<file path="config.mk">
export PLATFORM = sky130hd
export DESIGN_NAME = utx_framer
export DESIGN_NICKNAME = d
export VERILOG_FILES = /design/src/rtl/utx_pkg.sv /design/src/rtl/utx_hold.sv /design/src/rtl/utx_parity.sv /design/src/rtl/utx_seq.sv /design/src/rtl/utx_line_out.sv /design/src/rtl/utx_framer.sv
export SDC_FILE = /design/constraint.sdc
export NUM_CORES = 1
export LEC_CHECK = 0
export BUFFER_PORTS_ARGS = -buffer_cell sky130_fd_sc_hd__buf_2
export CELL_PAD_IN_SITES_DETAIL_PLACEMENT = 1
export CELL_PAD_IN_SITES_GLOBAL_PLACEMENT = 2
export CORE_MARGIN = 8
export CORE_UTILIZATION = 36
export CTS_BUF_LIST = sky130_fd_sc_hd__clkbuf_16
export CTS_CLUSTER_SIZE = 28
export DETAILED_ROUTE_END_ITERATION = 16
export HOLD_SLACK_MARGIN = 0.05
export PLACE_DENSITY = 0.94
export SYNTH_ARGS = -nofsm -noshare
export SYNTH_HDL_FRONTEND = slang
export SYNTH_SLANG_ARGS = --single-unit
</file>
<file path="constraint.sdc">
create_clock -name clk -period 4.97 [get_ports clk]
set_input_delay 0.2485 -clock clk [delete_from_list [all_inputs] [get_ports clk]]
set_output_delay 0.2485 -clock clk [all_outputs]
set_load 0.05 [all_outputs]
</file>
<file path="src/rtl/utx_pkg.sv">
// Package: shared types and helpers for the UART transmit framer.
// Assumes characters of at most CHAR_MAX bits and a 2-bit length code.
package utx_pkg;

    localparam int CHAR_MAX = 8;
    localparam int CHAR_MIN = 5;

    typedef enum logic [2:0] {
        PH_IDLE,
        PH_START,
        PH_DATA,
        PH_PARITY,
        PH_STOP
    } phase_t;

    typedef struct packed {
        logic [1:0] len_sel;
        logic       stop_long;
        logic       par_en;
        logic       par_even;
        logic       par_stick;
    } frame_cfg_t;

    // Number of data bits selected by a length code
    function automatic int unsigned char_len(input logic [1:0] code);
        return CHAR_MIN + int'(code);
    endfunction

endpackage

</file>
<file path="src/rtl/utx_hold.sv">
// Module: utx_hold
// One-entry holding slot for a character and its framing fields.
// Assumes load and take are never both honoured in one cycle:
// take only occurs while the slot is full, load only while empty.
module utx_hold
    import utx_pkg::*;
#(
    parameter int DW = CHAR_MAX
) (
    input  logic          clk,
    input  logic          rst_n,
    input  logic          load,
    input  logic          take,
    input  logic [DW-1:0] din,
    input  frame_cfg_t    cfg_in,
    output logic          valid,
    output logic [DW-1:0] dout,
    output frame_cfg_t    cfg_out
);

    // Capture on an accepted load, release when the sequencer takes it
    always_ff @(posedge clk) begin
        if (!rst_n) begin
            valid   <= 1'b0;
            dout    <= '0;
            cfg_out <= '0;
        end else if (load && !valid) begin
            valid   <= 1'b1;
            dout    <= din;
            cfg_out <= cfg_in;
        end else if (take) begin
            valid   <= 1'b0;
        end
    end

endmodule

</file>
<file path="src/rtl/utx_parity.sv">
// Module: utx_parity
// Computes the parity bit for a held character from its framing fields.
// Assumes the length code selects the low CHAR_MIN..CHAR_MAX bits.
module utx_parity
    import utx_pkg::*;
#(
    parameter int DW = CHAR_MAX
) (
    input  logic [DW-1:0] data,
    input  frame_cfg_t    cfg,
    output logic          par_bit
);

    logic [DW-1:0] mask;
    logic          ones_odd;

    // Build a mask covering only the selected character bits
    for (genvar i = 0; i < DW; i++) begin : g_mask
        assign mask[i] = (i < char_len(cfg.len_sel));
    end

    assign ones_odd = ^(data & mask);

    // Select stick level, or the bit that makes the total odd/even
    always_comb begin
        if (cfg.par_stick)
            par_bit = ~cfg.par_even;
        else if (cfg.par_even)
            par_bit = ones_odd;
        else
            par_bit = ~ones_odd;
    end

endmodule

</file>
<file path="src/rtl/utx_seq.sv">
// Module: utx_seq
// Frame sequencer: walks start, data, optional parity and stop periods,
// counting OS_RATE oversampling ticks per bit and a half bit for 1.5 stop.
// Assumes OS_RATE is even and at least 2.
module utx_seq
    import utx_pkg::*;
#(
    parameter int OS_RATE = 16,
    parameter int DW      = CHAR_MAX
) (
    input  logic          clk,
    input  logic          rst_n,
    input  logic          tick,
    input  logic          have_char,
    input  logic [DW-1:0] char_in,
    input  frame_cfg_t    cfg_in,
    input  logic          par_in,
    output logic          take,
    output logic          line,
    output phase_t        phase
);

    localparam int HALF     = OS_RATE / 2;
    localparam int STOP_MAX = 2 * OS_RATE;
    localparam int CNT_W    = $clog2(STOP_MAX + 1);
    localparam int IDX_W    = $clog2(DW);
    localparam logic [CNT_W-1:0] BIT_LAST   = CNT_W'(OS_RATE - 1);
    localparam logic [CNT_W-1:0] STOP1_LAST = CNT_W'(OS_RATE - 1);
    localparam logic [CNT_W-1:0] STOPH_LAST = CNT_W'(OS_RATE + HALF - 1);
    localparam logic [CNT_W-1:0] STOP2_LAST = CNT_W'(STOP_MAX - 1);

    logic [CNT_W-1:0] tcnt;
    logic [CNT_W-1:0] limit;
    logic [CNT_W-1:0] stop_last;
    logic [CNT_W-1:0] stop_sel;
    logic [IDX_W-1:0] bidx;
    logic [IDX_W-1:0] last_idx;
    logic [DW-1:0]    shreg;
    logic             par_en_r;
    logic             par_r;
    logic             period_end;

    assign take = (phase == PH_IDLE) && have_char;

    // Choose the stop length from the captured fields
    always_comb begin
        if (!cfg_in.stop_long)
            stop_sel = STOP1_LAST;
        else if (cfg_in.len_sel == 2'b00)
            stop_sel = STOPH_LAST;
        else
            stop_sel = STOP2_LAST;
    end

    // Tick limit of the current period
    always_comb begin
        limit = (phase == PH_STOP) ? stop_last : BIT_LAST;
    end

    assign period_end = tick && (tcnt == limit);

    // Phase, counters and shifter update
    always_ff @(posedge clk) begin
        if (!rst_n) begin
            phase     <= PH_IDLE;
            tcnt      <= '0;
            bidx      <= '0;
            last_idx  <= '0;
            shreg     <= '0;
            par_en_r  <= 1'b0;
            par_r     <= 1'b0;
            stop_last <= STOP1_LAST;
        end else if (phase == PH_IDLE) begin
            if (take) begin
                phase     <= PH_START;
                tcnt      <= '0;
                bidx      <= '0;
                last_idx  <= IDX_W'(char_len(cfg_in.len_sel) - 1);
                shreg     <= char_in;
                par_en_r  <= cfg_in.par_en;
                par_r     <= par_in;
                stop_last <= stop_sel;
            end
        end else if (tick) begin
            if (period_end) begin
                tcnt <= '0;
                case (phase)
                    PH_START: phase <= PH_DATA;
                    PH_DATA: begin
                        shreg <= shreg >> 1;
                        if (bidx == last_idx)
                            phase <= par_en_r ? PH_PARITY : PH_STOP;
                        else
                            bidx <= bidx + 1'b1;
                    end
                    PH_PARITY: phase <= PH_STOP;
                    default:   phase <= PH_IDLE;
                endcase
            end else begin
                tcnt <= tcnt + 1'b1;
            end
        end
    end

    // Line level for the current period
    always_comb begin
        case (phase)
            PH_START:  line = 1'b0;
            PH_DATA:   line = shreg[0];
            PH_PARITY: line = par_r;
            default:   line = 1'b1;
        endcase
    end

endmodule

</file>
<file path="src/rtl/utx_line_out.sv">
// Module: utx_line_out
// Output stage: a break request forces the line low, nothing else.
// Assumes the frame logic upstream is unaware of the break.
module utx_line_out (
    input  logic brk,
    input  logic line_in,
    output logic line_out
);

    // Force low during break, otherwise pass the frame level
    always_comb begin
        line_out = brk ? 1'b0 : line_in;
    end

endmodule

</file>
<file path="src/rtl/utx_framer.sv">
// Module: utx_framer
// UART transmit character framer top: holding slot, parity generator,
// frame sequencer and break output stage.
// Assumes os_tick pulses OS_RATE times per bit period, one cycle wide.
module utx_framer
    import utx_pkg::*;
#(
    parameter int OS_RATE = 16
) (
    input  logic       clk,
    input  logic       rst_n,
    input  logic       os_tick,
    input  logic       load,
    input  logic [7:0] data_in,
    input  logic [1:0] len_sel,
    input  logic       stop_long,
    input  logic       par_en,
    input  logic       par_even,
    input  logic       par_stick,
    input  logic       brk_req,
    output logic       ser_out,
    output logic       tx_empty,
    output logic       ready
);

    localparam int DW = CHAR_MAX;

    frame_cfg_t    cfg_now;
    frame_cfg_t    cfg_held;
    logic [DW-1:0] data_held;
    logic          held;
    logic          take;
    logic          par_bit;
    logic          frame_line;
    phase_t        cur_phase;

    assign cfg_now = '{len_sel: len_sel, stop_long: stop_long, par_en: par_en,
                       par_even: par_even, par_stick: par_stick};

    utx_hold #(.DW(DW)) u_hold (
        .clk     (clk),
        .rst_n   (rst_n),
        .load    (load),
        .take    (take),
        .din     (data_in),
        .cfg_in  (cfg_now),
        .valid   (held),
        .dout    (data_held),
        .cfg_out (cfg_held)
    );

    utx_parity #(.DW(DW)) u_par (
        .data    (data_held),
        .cfg     (cfg_held),
        .par_bit (par_bit)
    );

    utx_seq #(.OS_RATE(OS_RATE), .DW(DW)) u_seq (
        .clk       (clk),
        .rst_n     (rst_n),
        .tick      (os_tick),
        .have_char (held),
        .char_in   (data_held),
        .cfg_in    (cfg_held),
        .par_in    (par_bit),
        .take      (take),
        .line      (frame_line),
        .phase     (cur_phase)
    );

    utx_line_out u_out (
        .brk      (brk_req),
        .line_in  (frame_line),
        .line_out (ser_out)
    );

    assign ready    = !held;
    assign tx_empty = !held && (cur_phase == PH_IDLE);

endmodule

</file>
Word-level counts from Yosys, hierarchy flattened
Index checks and enable logic that the tools add are counted.
{"block": "word_totals", "output_inout_bits": 3, "register_bits": 46, "inputBits": 19, "mem_count": 0, "latch_bits": 0, "wordCells": 87, "mem_bits_rw": 0, "mem_bits_ro": 0}
{"block": "op_classes", "addsub": 4, "mux": 31, "magnitude_cmp": 8, "n_shift": 0, "reduce_logical": 17, "div_mod_pow": 0, "n_eq_ne": 9, "n_mul": 0, "bitwise": 3}
{"cell": "8-bit 2-to-1 mux", "n": 5}
{"cell": "3-bit 2-to-1 mux", "n": 12}
{"cell": "6-bit 2-to-1 mux", "n": 5}
{"cell": "3-bit by 4-bit < comparator with 1-bit output (first input constant)", "n": 4}
{"cell": "3-bit case mux with 3 select lines", "n": 1}
{"cell": "8-bit AND", "n": 1}
{"cell": "1-bit by 4-bit < comparator with 1-bit output (first input constant)", "n": 2}
{"cell": "2-bit by 4-bit < comparator with 1-bit output (first input constant)", "n": 2}
{"cell": "4-bit AND reduction", "n": 2}
{"cell": "2-bit nonzero test", "n": 4}
{"cell": "8-bit XOR reduction", "n": 1}
{"cell": "6-bit by 1-bit adder with 6-bit output (second input constant)", "n": 1}
{"cell": "3-bit by 2-bit == test with 1-bit output (second input constant)", "n": 2}
{"cell": "6-bit == test", "n": 1}
{"cell": "1-bit 2-to-1 mux", "n": 5}
{"cell": "5-bit 2-to-1 mux", "n": 1}
{"cell": "5-bit AND reduction", "n": 1}
{"cell": "3-bit by 2-bit adder with 4-bit output (first input constant)", "n": 1}
{"cell": "1-bit logical AND", "n": 4}
{"cell": "4-bit 2-to-1 mux", "n": 1}
{"cell": "2-bit != test (second input constant)", "n": 2}
{"cell": "2-bit AND reduction", "n": 2}
{"cell": "3-bit by 1-bit adder with 3-bit output (second input constant)", "n": 1}
{"cell": "3-bit by 1-bit == test with 1-bit output (second input constant)", "n": 1}
{"cell": "other kinds (9)", "n": 10}

Depth between registers and ports, before layout
Gate-level depths: netlist of the first run.
{"block": "logic_depth", "depth_word": 7, "mapped_depth": 8, "mapped_depth_nobuf": 7}

Modules after synthesis
From an unflattened synthesis of the first run, not the netlist that was laid out.
{"block": "hier_totals", "cells_unflattened": 260, "area_unflattened_um2": 2225.9}
{"module": "utx_seq", "area_each_um2": 1428.9, "n_inst": 1, "cells_per_inst": 176, "seq_area_each_um2": 540.5}
{"module": "utx_hold", "area_each_um2": 615.6, "n_inst": 1, "cells_per_inst": 65, "seq_area_each_um2": 300.3}
{"module": "utx_parity", "area_each_um2": 151.4, "n_inst": 1, "cells_per_inst": 16, "seq_area_each_um2": 0.0}
{"module": "utx_framer", "area_each_um2": 16.3, "n_inst": 1, "cells_per_inst": 2, "seq_area_each_um2": 0.0}
{"module": "utx_line_out", "area_each_um2": 13.8, "n_inst": 1, "cells_per_inst": 1, "seq_area_each_um2": 0.0}

Least setup slack after synthesis of the first run
Ideal clock, no wire load.
{"block": "synth_timing", "kind": "flip-flop to flip-flop", "startpoint": "reg u_seq.phase[0]", "endpoint": "reg u_seq.tcnt[2]", "t_required_ns": 4.900, "setup_time_ns": 0.070, "path_buffers": 2, "path_stages_with_launch": 7, "arrival_ns": 1.927, "slack_ns": 2.973, "synth_period_minus_slack_ns": 1.997, "path_cell_list": "dfxtp_1 buf_6 or3_4 buf_6 nor2_1 o21ai_0 a21oi_1"}
{"block": "synth_via", "elab_chain_len": 7, "word_cells_on_any_way": 12, "cone_classes": "eq/ne (3); mux (4); reduce/logical (5)"}
{"element": "start: declaration", "line": "utx_seq.sv:20", "text": "output phase_t phase"}
{"element": "start signal: assignment", "line": "utx_seq.sv:92", "text": "phase <= par_en_r ? PH_PARITY : PH_STOP;"}
{"element": "3-bit == test", "line": "utx_seq.sv:57", "text": "limit = (phase == PH_STOP) ? stop_last : BIT_LAST;"}
{"element": "6-bit 2-to-1 mux", "line": "utx_seq.sv:57"}
{"element": "6-bit == test", "line": "utx_seq.sv:60", "text": "assign period_end = tick && (tcnt == limit);"}
{"element": "1-bit logical AND", "line": "utx_seq.sv:60"}
{"element": "6-bit 2-to-1 mux", "line": "utx_seq.sv:85", "text": "if (period_end) begin"}
{"element": "6-bit 2-to-1 mux", "line": "utx_seq.sv:84", "text": "end else if (tick) begin"}
{"element": "6-bit 2-to-1 mux", "line": "utx_seq.sv:73", "text": "end else if (phase == PH_IDLE) begin"}
{"element": "end signal: assignment", "line": "utx_seq.sv:100", "text": "tcnt <= tcnt + 1'b1;"}
{"element": "end: declaration", "line": "utx_seq.sv:32", "text": "logic [CNT_W-1:0] tcnt;"}
Parallel ways exist; a longest one is shown, timed or not. The select of a mux whose other input is x is not followed.
A chain may end at the register's enable or synchronous reset.

Final worst setup path of the first run
{"block": "layout_timing", "startpoint": "reg u_seq.phase[1]", "endpoint": "reg u_seq.phase[1]"}
{"block": "layout_via", "elab_chain_len": 6, "word_cells_on_any_way": 18, "cone_classes": "eq/ne (7); mux (5); reduce/logical (6)"}
{"element": "3-bit == test", "line": "utx_seq.sv:57"}
{"element": "6-bit 2-to-1 mux", "line": "utx_seq.sv:57"}
{"element": "6-bit == test", "line": "utx_seq.sv:60"}
{"element": "1-bit logical AND", "line": "utx_seq.sv:60"}
{"element": "2-bit nonzero test (no line)"}
{"element": "4-bit AND reduction (no line)"}
Parallel ways exist; a longest one is shown, timed or not. The select of a mux whose other input is x is not followed.

==> out/qor.yml, run 1 <==
outcome:
  outcome: "finished, final reports clean"
power:
  ir_drop_v: 0.000149
  p_total_mw: 1.07
  power_per_cell_area_nw_per_um2: 449
  p_leak_nw: 0.873
critical_path:
  regToRegStartpoint: "u_seq.phase[1]$_SDFFE_PN0P_"
  ff2ff_setup_slack_ns: 2.86
  slowest_delay_ns: 0.52
  startpoint_type: "register"
  cp.depth: 5
  crit_buf_inv: 0
  reg2regPathDepth: 5
  path_cells: "or3_4 > nor2_4 > a21oi_2 > or3_1 > a32o_1"
  criticalPathCategory: "reg -> reg"
  cp-end-kind: "register"
  cp.arrival_ns: 2.29
  reg2reg_to: "u_seq.phase[1]$_SDFFE_PN0P_"
  worstPathRequired_ns: 5.15
  cp_max_fo: 20
  crit_slowest_cell: "or3_4"
  cp_top_family: "simple AND/OR/NAND/NOR gates"
global_routing:
  grt_pass1_wl_um: 9110
  grt_overflow: 0
  globalRouteTotalUtil_pct: 12.9
  grt_start_max_net_pins: 40
  grt_pass1_vias: 1927
  grt_antenna_before_repair: 0
place:
  dp_hpwl_um: 3720
  dpl_worst_slack_ns: 2.88
  place_congestion: 0.759
  portBuffers: 21
sta:
  fin_ws_ns: 2.86
  skew_ns: 0.00300
  setup_viol: 0
  min_period_ns: 2.11
  tightestPinTransition_ns: 0.966
  period_share_pct: 42.4
  slew_headroom_pct: 35.5
  setup_tns_ns: 0
  rsz0062_at_grt: "false"
  hold_viol: 0
  slew_violations: 0
  fmax_ghz: 0.474
floorplanning:
  boundaryPins: 22
  fp.dieH_um: 92.3
  die_w_um: 92.3
  start_util_pct: 36.3
  row_count: 28
  coreArea_sq_um: 5780
  die_area_sq_um: 8530
routing:
  vias_per_cell: 5.31
  wl_um: 5270
  dr.pass1.iters: 3
  ant_nets: 0
  dr.first_iter.drc_count: 79
  wire_per_inst_um: 14.4
  drc: 0
  vias: 1942
clocking:
  clk_path_buf_depth: 2
  cts_sinks: 42
  cts-hold-fix-buffers: 0
  cts_resized: 0
  cts_htree_levels: 2
  root_buffer: "clkbuf_16"
  cts_buffers: 5
  path_clk_slew_ns: 0.06
  cts_tree: "yes"
  cts_setup_buffers: 0
  clk_latency_ns: 0.28
layout:
  num-nets-final: 311
  area_delta_synth_final_pct: 13.3
  layout_commonest_cell: "nand2_1"
  drive_gt1_share_pct: 12.4
  most-common-layout-cells: "nand2_1, a21oi_1, dfxtp_1"
  n_antenna_cell: 0
hold_path:
  worstHoldEndpoint: "u_hold.cfg_out[5]$_SDFFE_PN0P_"
  hold_path.class: "in -> reg"
  hold_path_startpoint: "len_sel[1]"
  min_path_cells: 3
job:
  maxCapViolCount: 0
synth:
  synth_edf_count: 0
  syn_nets: 299
  avgSynthCellArea_sq_um: 7.55
  netlist_instances: 278
  netlist_area_sq_um: 2100
  synth.distinct_cells: 43
  synthFlopType: "dfxtp_1"
  synth-seq-cells: 42
  async_flop_share_pct: 0
  yosysSeqAreaShare_pct: 40.1
  yosysWarnings: 0
-- stage by stage --
stage	hold WS, ns	instance area, sq um	instances	util [%]
2_1_floorplan	0.384	2100	278	-
3_3_place_gp	0.447	2210	358	38.3
3_5_place_dp	0.461	2210	358	38.3
4_1_cts	0.199	2380	366	41.1
5_1_grt	0.204	2380	366	41.1
6_report	0.201	2380	366	41.1
-- state kept, by name (all words and copies together), names as in the netlist --
name,cells
u_hold.dout,8
u_seq.shreg,8
u_hold.cfg_out,6
u_seq.tcnt,6
u_seq.bidx,3
u_seq.last_idx,3
u_seq.phase,3
u_seq.stop_last,2
u_hold.valid,1
u_seq.par_en_r,1
u_seq.par_r,1
-- routing by layer --
metal / GRT usage, % / up-vias / share of wire, %
met5: 0 / - / 0
met3: 2.67 / 5 / 2.3
met2: 20.7 / 22 / 45
li1: - / 987 / -
met1: 16.8 / 928 / 51
met4: 4.03 / 0 / 1.0
-- worst max-delay path by stage --
stage | startpoint | end
global route | u_seq.phase[1]$_SDFFE_PN0P_ | u_seq.shreg[3]$_SDFFE_PN0P_
global placement | u_seq.phase[1]$_SDFFE_PN0P_ | u_seq.phase[1]$_SDFFE_PN0P_
finish | u_seq.phase[1]$_SDFFE_PN0P_ | u_seq.phase[1]$_SDFFE_PN0P_
detailed placement | u_seq.phase[1]$_SDFFE_PN0P_ | u_seq.phase[1]$_SDFFE_PN0P_
floorplan | u_seq.phase[0]$_SDFFE_PN0P_ | u_seq.tcnt[2]$_SDFFE_PN0P_
CTS | u_seq.phase[1]$_SDFFE_PN0P_ | u_seq.phase[1]$_SDFFE_PN0P_
-- report_power, final --
part           switching (mW)  internal (mW)  total [mW]
Sequential             0.0410          0.368       0.409
Clock                   0.132          0.235       0.367
Combinational           0.200         0.0923       0.292
-- synthesized netlist by cell type, types with 2 or more instances --
library cell | n | area, sq um
nand2_1 | 59 | 221
a21oi_1 | 49 | 245
dfxtp_1 | 42 | 841
nor2_1 | 19 | 71.3
nand3_1 | 18 | 90.1
o21ai_0 | 18 | 90.1
clkbuf_1 | 9 | 33.8
xnor2_1 | 7 | 61.3
inv_1 | 4 | 15.0
and3_1 | 3 | 18.8
buf_6 | 3 | 33.8
mux2i_1 | 3 | 30.0
nor2b_1 | 3 | 18.8
xor2_1 | 3 | 26.3
a21oi_2 | 2 | 17.5
a311oi_1 | 2 | 17.5
a32o_1 | 2 | 20.0
buf_1 | 2 | 7.51
ha_1 | 2 | 25.0
nand2b_1 | 2 | 12.5
nand3b_1 | 2 | 15.0
nor4b_1 | 2 | 17.5
or3_1 | 2 | 12.5
-- area by class of cell --
type | instances | area [sq um]
fill | 750 | 3400
multi-input combinational | 215 | 1150
sequential | 42 | 841
clock buffer | 5 | 125
timing repair buffer | 22 | 113
tap | 75 | 93.8
clock inverter | 3 | 40.0
inverter | 4 | 15.0
-- kinds of logic (layout without fill, tap and decap cells) --
family	count (synthesis)	after routing	share of synthesized area, %
and+or+nand+nor	120	120	26.6
AOI/OAI and AO/OA	80	80	21.4
DFF	42	42	40.1
buffers and inverters	21	34	5.13
xor gates and xnor gates	10	10	4.17
muxes	3	3	1.43
adders and majority gates	2	2	1.19
-- worst min-delay path: stages --
cell	delay (ns)
buf_2	0.09
nand2_1	0.05
a21oi_1	0.05
Power figures use the tool's default switching activity.
==> inputs of run 2 (changes only) <==
Settings changed: CORE_UTILIZATION 36 to 30, PLACE_DENSITY 0.94 to 0.85.
Clock period 4.97 ns to 1.7 ns, I/O delays scaled along.
==> out/qor.yml, run 2 (synthesis results as in run 1) <==
hold_path:
  hold_path.class: "in -> reg"
  worstHoldEndpoint: "u_hold.valid$_SDFFE_PN0P_"
  min_path_cells: 3
  hold_path_startpoint: "load"
power:
  p_total_mw: 3.60
  ir_drop_v: 0.000621
  power_per_cell_area_nw_per_um2: 1280
  p_leak_nw: 1.09
layout:
  area_delta_synth_final_pct: 34.7
  layout_commonest_cell: "nand2_1"
  utilization_pct: 41.6
  drive_gt1_share_pct: 23.9
  most-common-layout-cells: "nand2_1, a21oi_1, dfxtp_1"
  regArea_sq_um: 851
  fillers: 836
  reg_top3: "u_hold.dout: 8 flops, u_seq.shreg: 8 flops"
  n_antenna_cell: 0
  multi_input_area_sq_um: 1200
  num-nets-final: 350
  fin_cells: 426
clocking:
  root_buffer: "clkbuf_16"
  cts_sinks: 42
  path_clk_slew_ns: 0.06
  clk_path_buf_depth: 2
  cts_buffers: 5
  cts_htree_levels: 2
  clk_latency_ns: 0.28
  cts_tree: "yes"
floorplanning:
  die_area_sq_um: 9930
  start_util_pct: 30.9
  die_w_um: 99.6
  fp.dieH_um: 99.6
  row_count: 30
  coreArea_sq_um: 6790
  boundaryPins: 22
sta:
  fmax_ghz: 0.566
  period_share_pct: 104
  tightestPinTransition_ns: 0.685
  holdWs_ns: 0.103
  rsz0062_at_grt: "true"
  slew_headroom_pct: 54.3
  min_period_ns: 1.77
  hold_viol: 0
  setup_viol: 3
  skew_ns: 0.00262
  fin_ws_ns: -0.0681
  slew_violations: 0
global_routing:
  grt_pass1_vias: 2132
  grt_overflow: 0
  globalRouteTotalUtil_pct: 12.9
  grt_pass1_wl_um: 10400
  grt_start_max_net_pins: 21
  grt_antenna_before_repair: 0
critical_path:
  criticalPathCategory: "reg -> reg"
  ff2ff_setup_slack_ns: -0.07
  startpoint_type: "register"
  cp.arrival_ns: 1.94
  worstPathRequired_ns: 1.87
  reg2regPathDepth: 6
  cp-end-kind: "register"
  regToRegStartpoint: "u_seq.tcnt[4]$_SDFFE_PN0P_"
  cp_max_fo: 3
  reg2reg_to: "u_seq.phase[1]$_SDFFE_PN0P_"
routing:
  vias_per_cell: 5.01
  dr.first_iter.drc_count: 72
  dr.pass1.iters: 4
  drc: 0
  vias: 2133
  wire_per_inst_um: 14.6
  ant_nets: 0
  wl_um: 6230
outcome:
  violations: "setup timing"
  outcome: "complete, but fails checks"
job:
  maxCapViolCount: 0
place:
  dp_hpwl_um: 4170
  place_congestion: 0.778
  portBuffers: 21
  place_inst: 401
-- run 2: changes by cell type in the layout (fill, tap and decap cells not counted), moves of 3 or more --
cell and change:
buf_4 +25, dlygate4sd3_1 +14, dfxtp_1 -8, dfxtp_2 +8
nor2_1 -4, nor2_2 +3
-- run 2: per-stage QoR --
step	setup slack, ns	TNS [ns]	area [sq um]
after global placement	-0.0426	-0.267	2420
after detailed placement	-0.115	-0.783	2420
after floorplan	-0.0276	-0.0485	2130
after CTS	-0.00752	-0.00752	2780
after global routing	-0.115	-0.442	2830
final	-0.0681	-0.0801	2830
-- run 2: worst max-delay path by stage --
stage,end,start,slack (ns)
after floorplan,u_seq.phase[1]$_SDFFE_PN0P_,u_seq.phase[0]$_SDFFE_PN0P_,-0.03
after global placement,u_seq.shreg[2]$_SDFFE_PN0P_,u_seq.stop_last[4]$_SDFFE_PN0P_,-0.04
after detailed placement,u_seq.shreg[2]$_SDFFE_PN0P_,u_seq.stop_last[4]$_SDFFE_PN0P_,-0.12
after CTS,u_seq.phase[1]$_SDFFE_PN0P_,u_seq.tcnt[4]$_SDFFE_PN0P_,-0.008
after global routing,u_seq.phase[1]$_SDFFE_PN0P_,u_seq.tcnt[4]$_SDFFE_PN0P_,-0.12
final,u_seq.phase[1]$_SDFFE_PN0P_,u_seq.tcnt[4]$_SDFFE_PN0P_,-0.07
-- run 2: repair_timing --
| action | 4_1_cts | 5_1_grt |
|---|---|---|
| resized for setup | 6 | 14 |
| endpoints found under the hold margin | 14 | 0 |
| cloned | 0 | 0 |
| pin swaps | 5 | 4 |
| hold buffers | 14 | 0 |
| endpoints found under the setup margin | 11 | 19 |
| setup buffers | 2 | 1 |
-- run 2: area by class of cell --
cell class              count  share of cell area [%]
inverters                   4                   0.531
clock inverters             3                    2.26
well taps                  96                    4.25
multi-input cells         215                    42.6
clock buffers               5                    4.43
repair buffers             61                    15.8
flip-flops and latches     42                    30.1
-- run 2: where the power goes --
group	internal (mW)	switching (mW)
logic	0.480	0.721
clock network	0.836	0.386
registers	1.08	0.0983
total	2.40	1.21
-- run 2: metal layers --
layer  share of wire [%]  up-vias  GRT usage (%)
li1                    -     1065              -
met4                 1.7        0           4.66
met5                   0        -              0
met2                  49       41           21.7
met3                 2.8        8           2.30
met1                  46     1019           15.8
-- run 2: worst max-delay path: stages, from the launching register on --
cell     delay, ns
dfxtp_2       0.33
xor2_1        0.15
o31ai_1       0.25
a32o_2        0.25
a21oi_2       0.08
or3_1         0.36
a32o_1        0.24
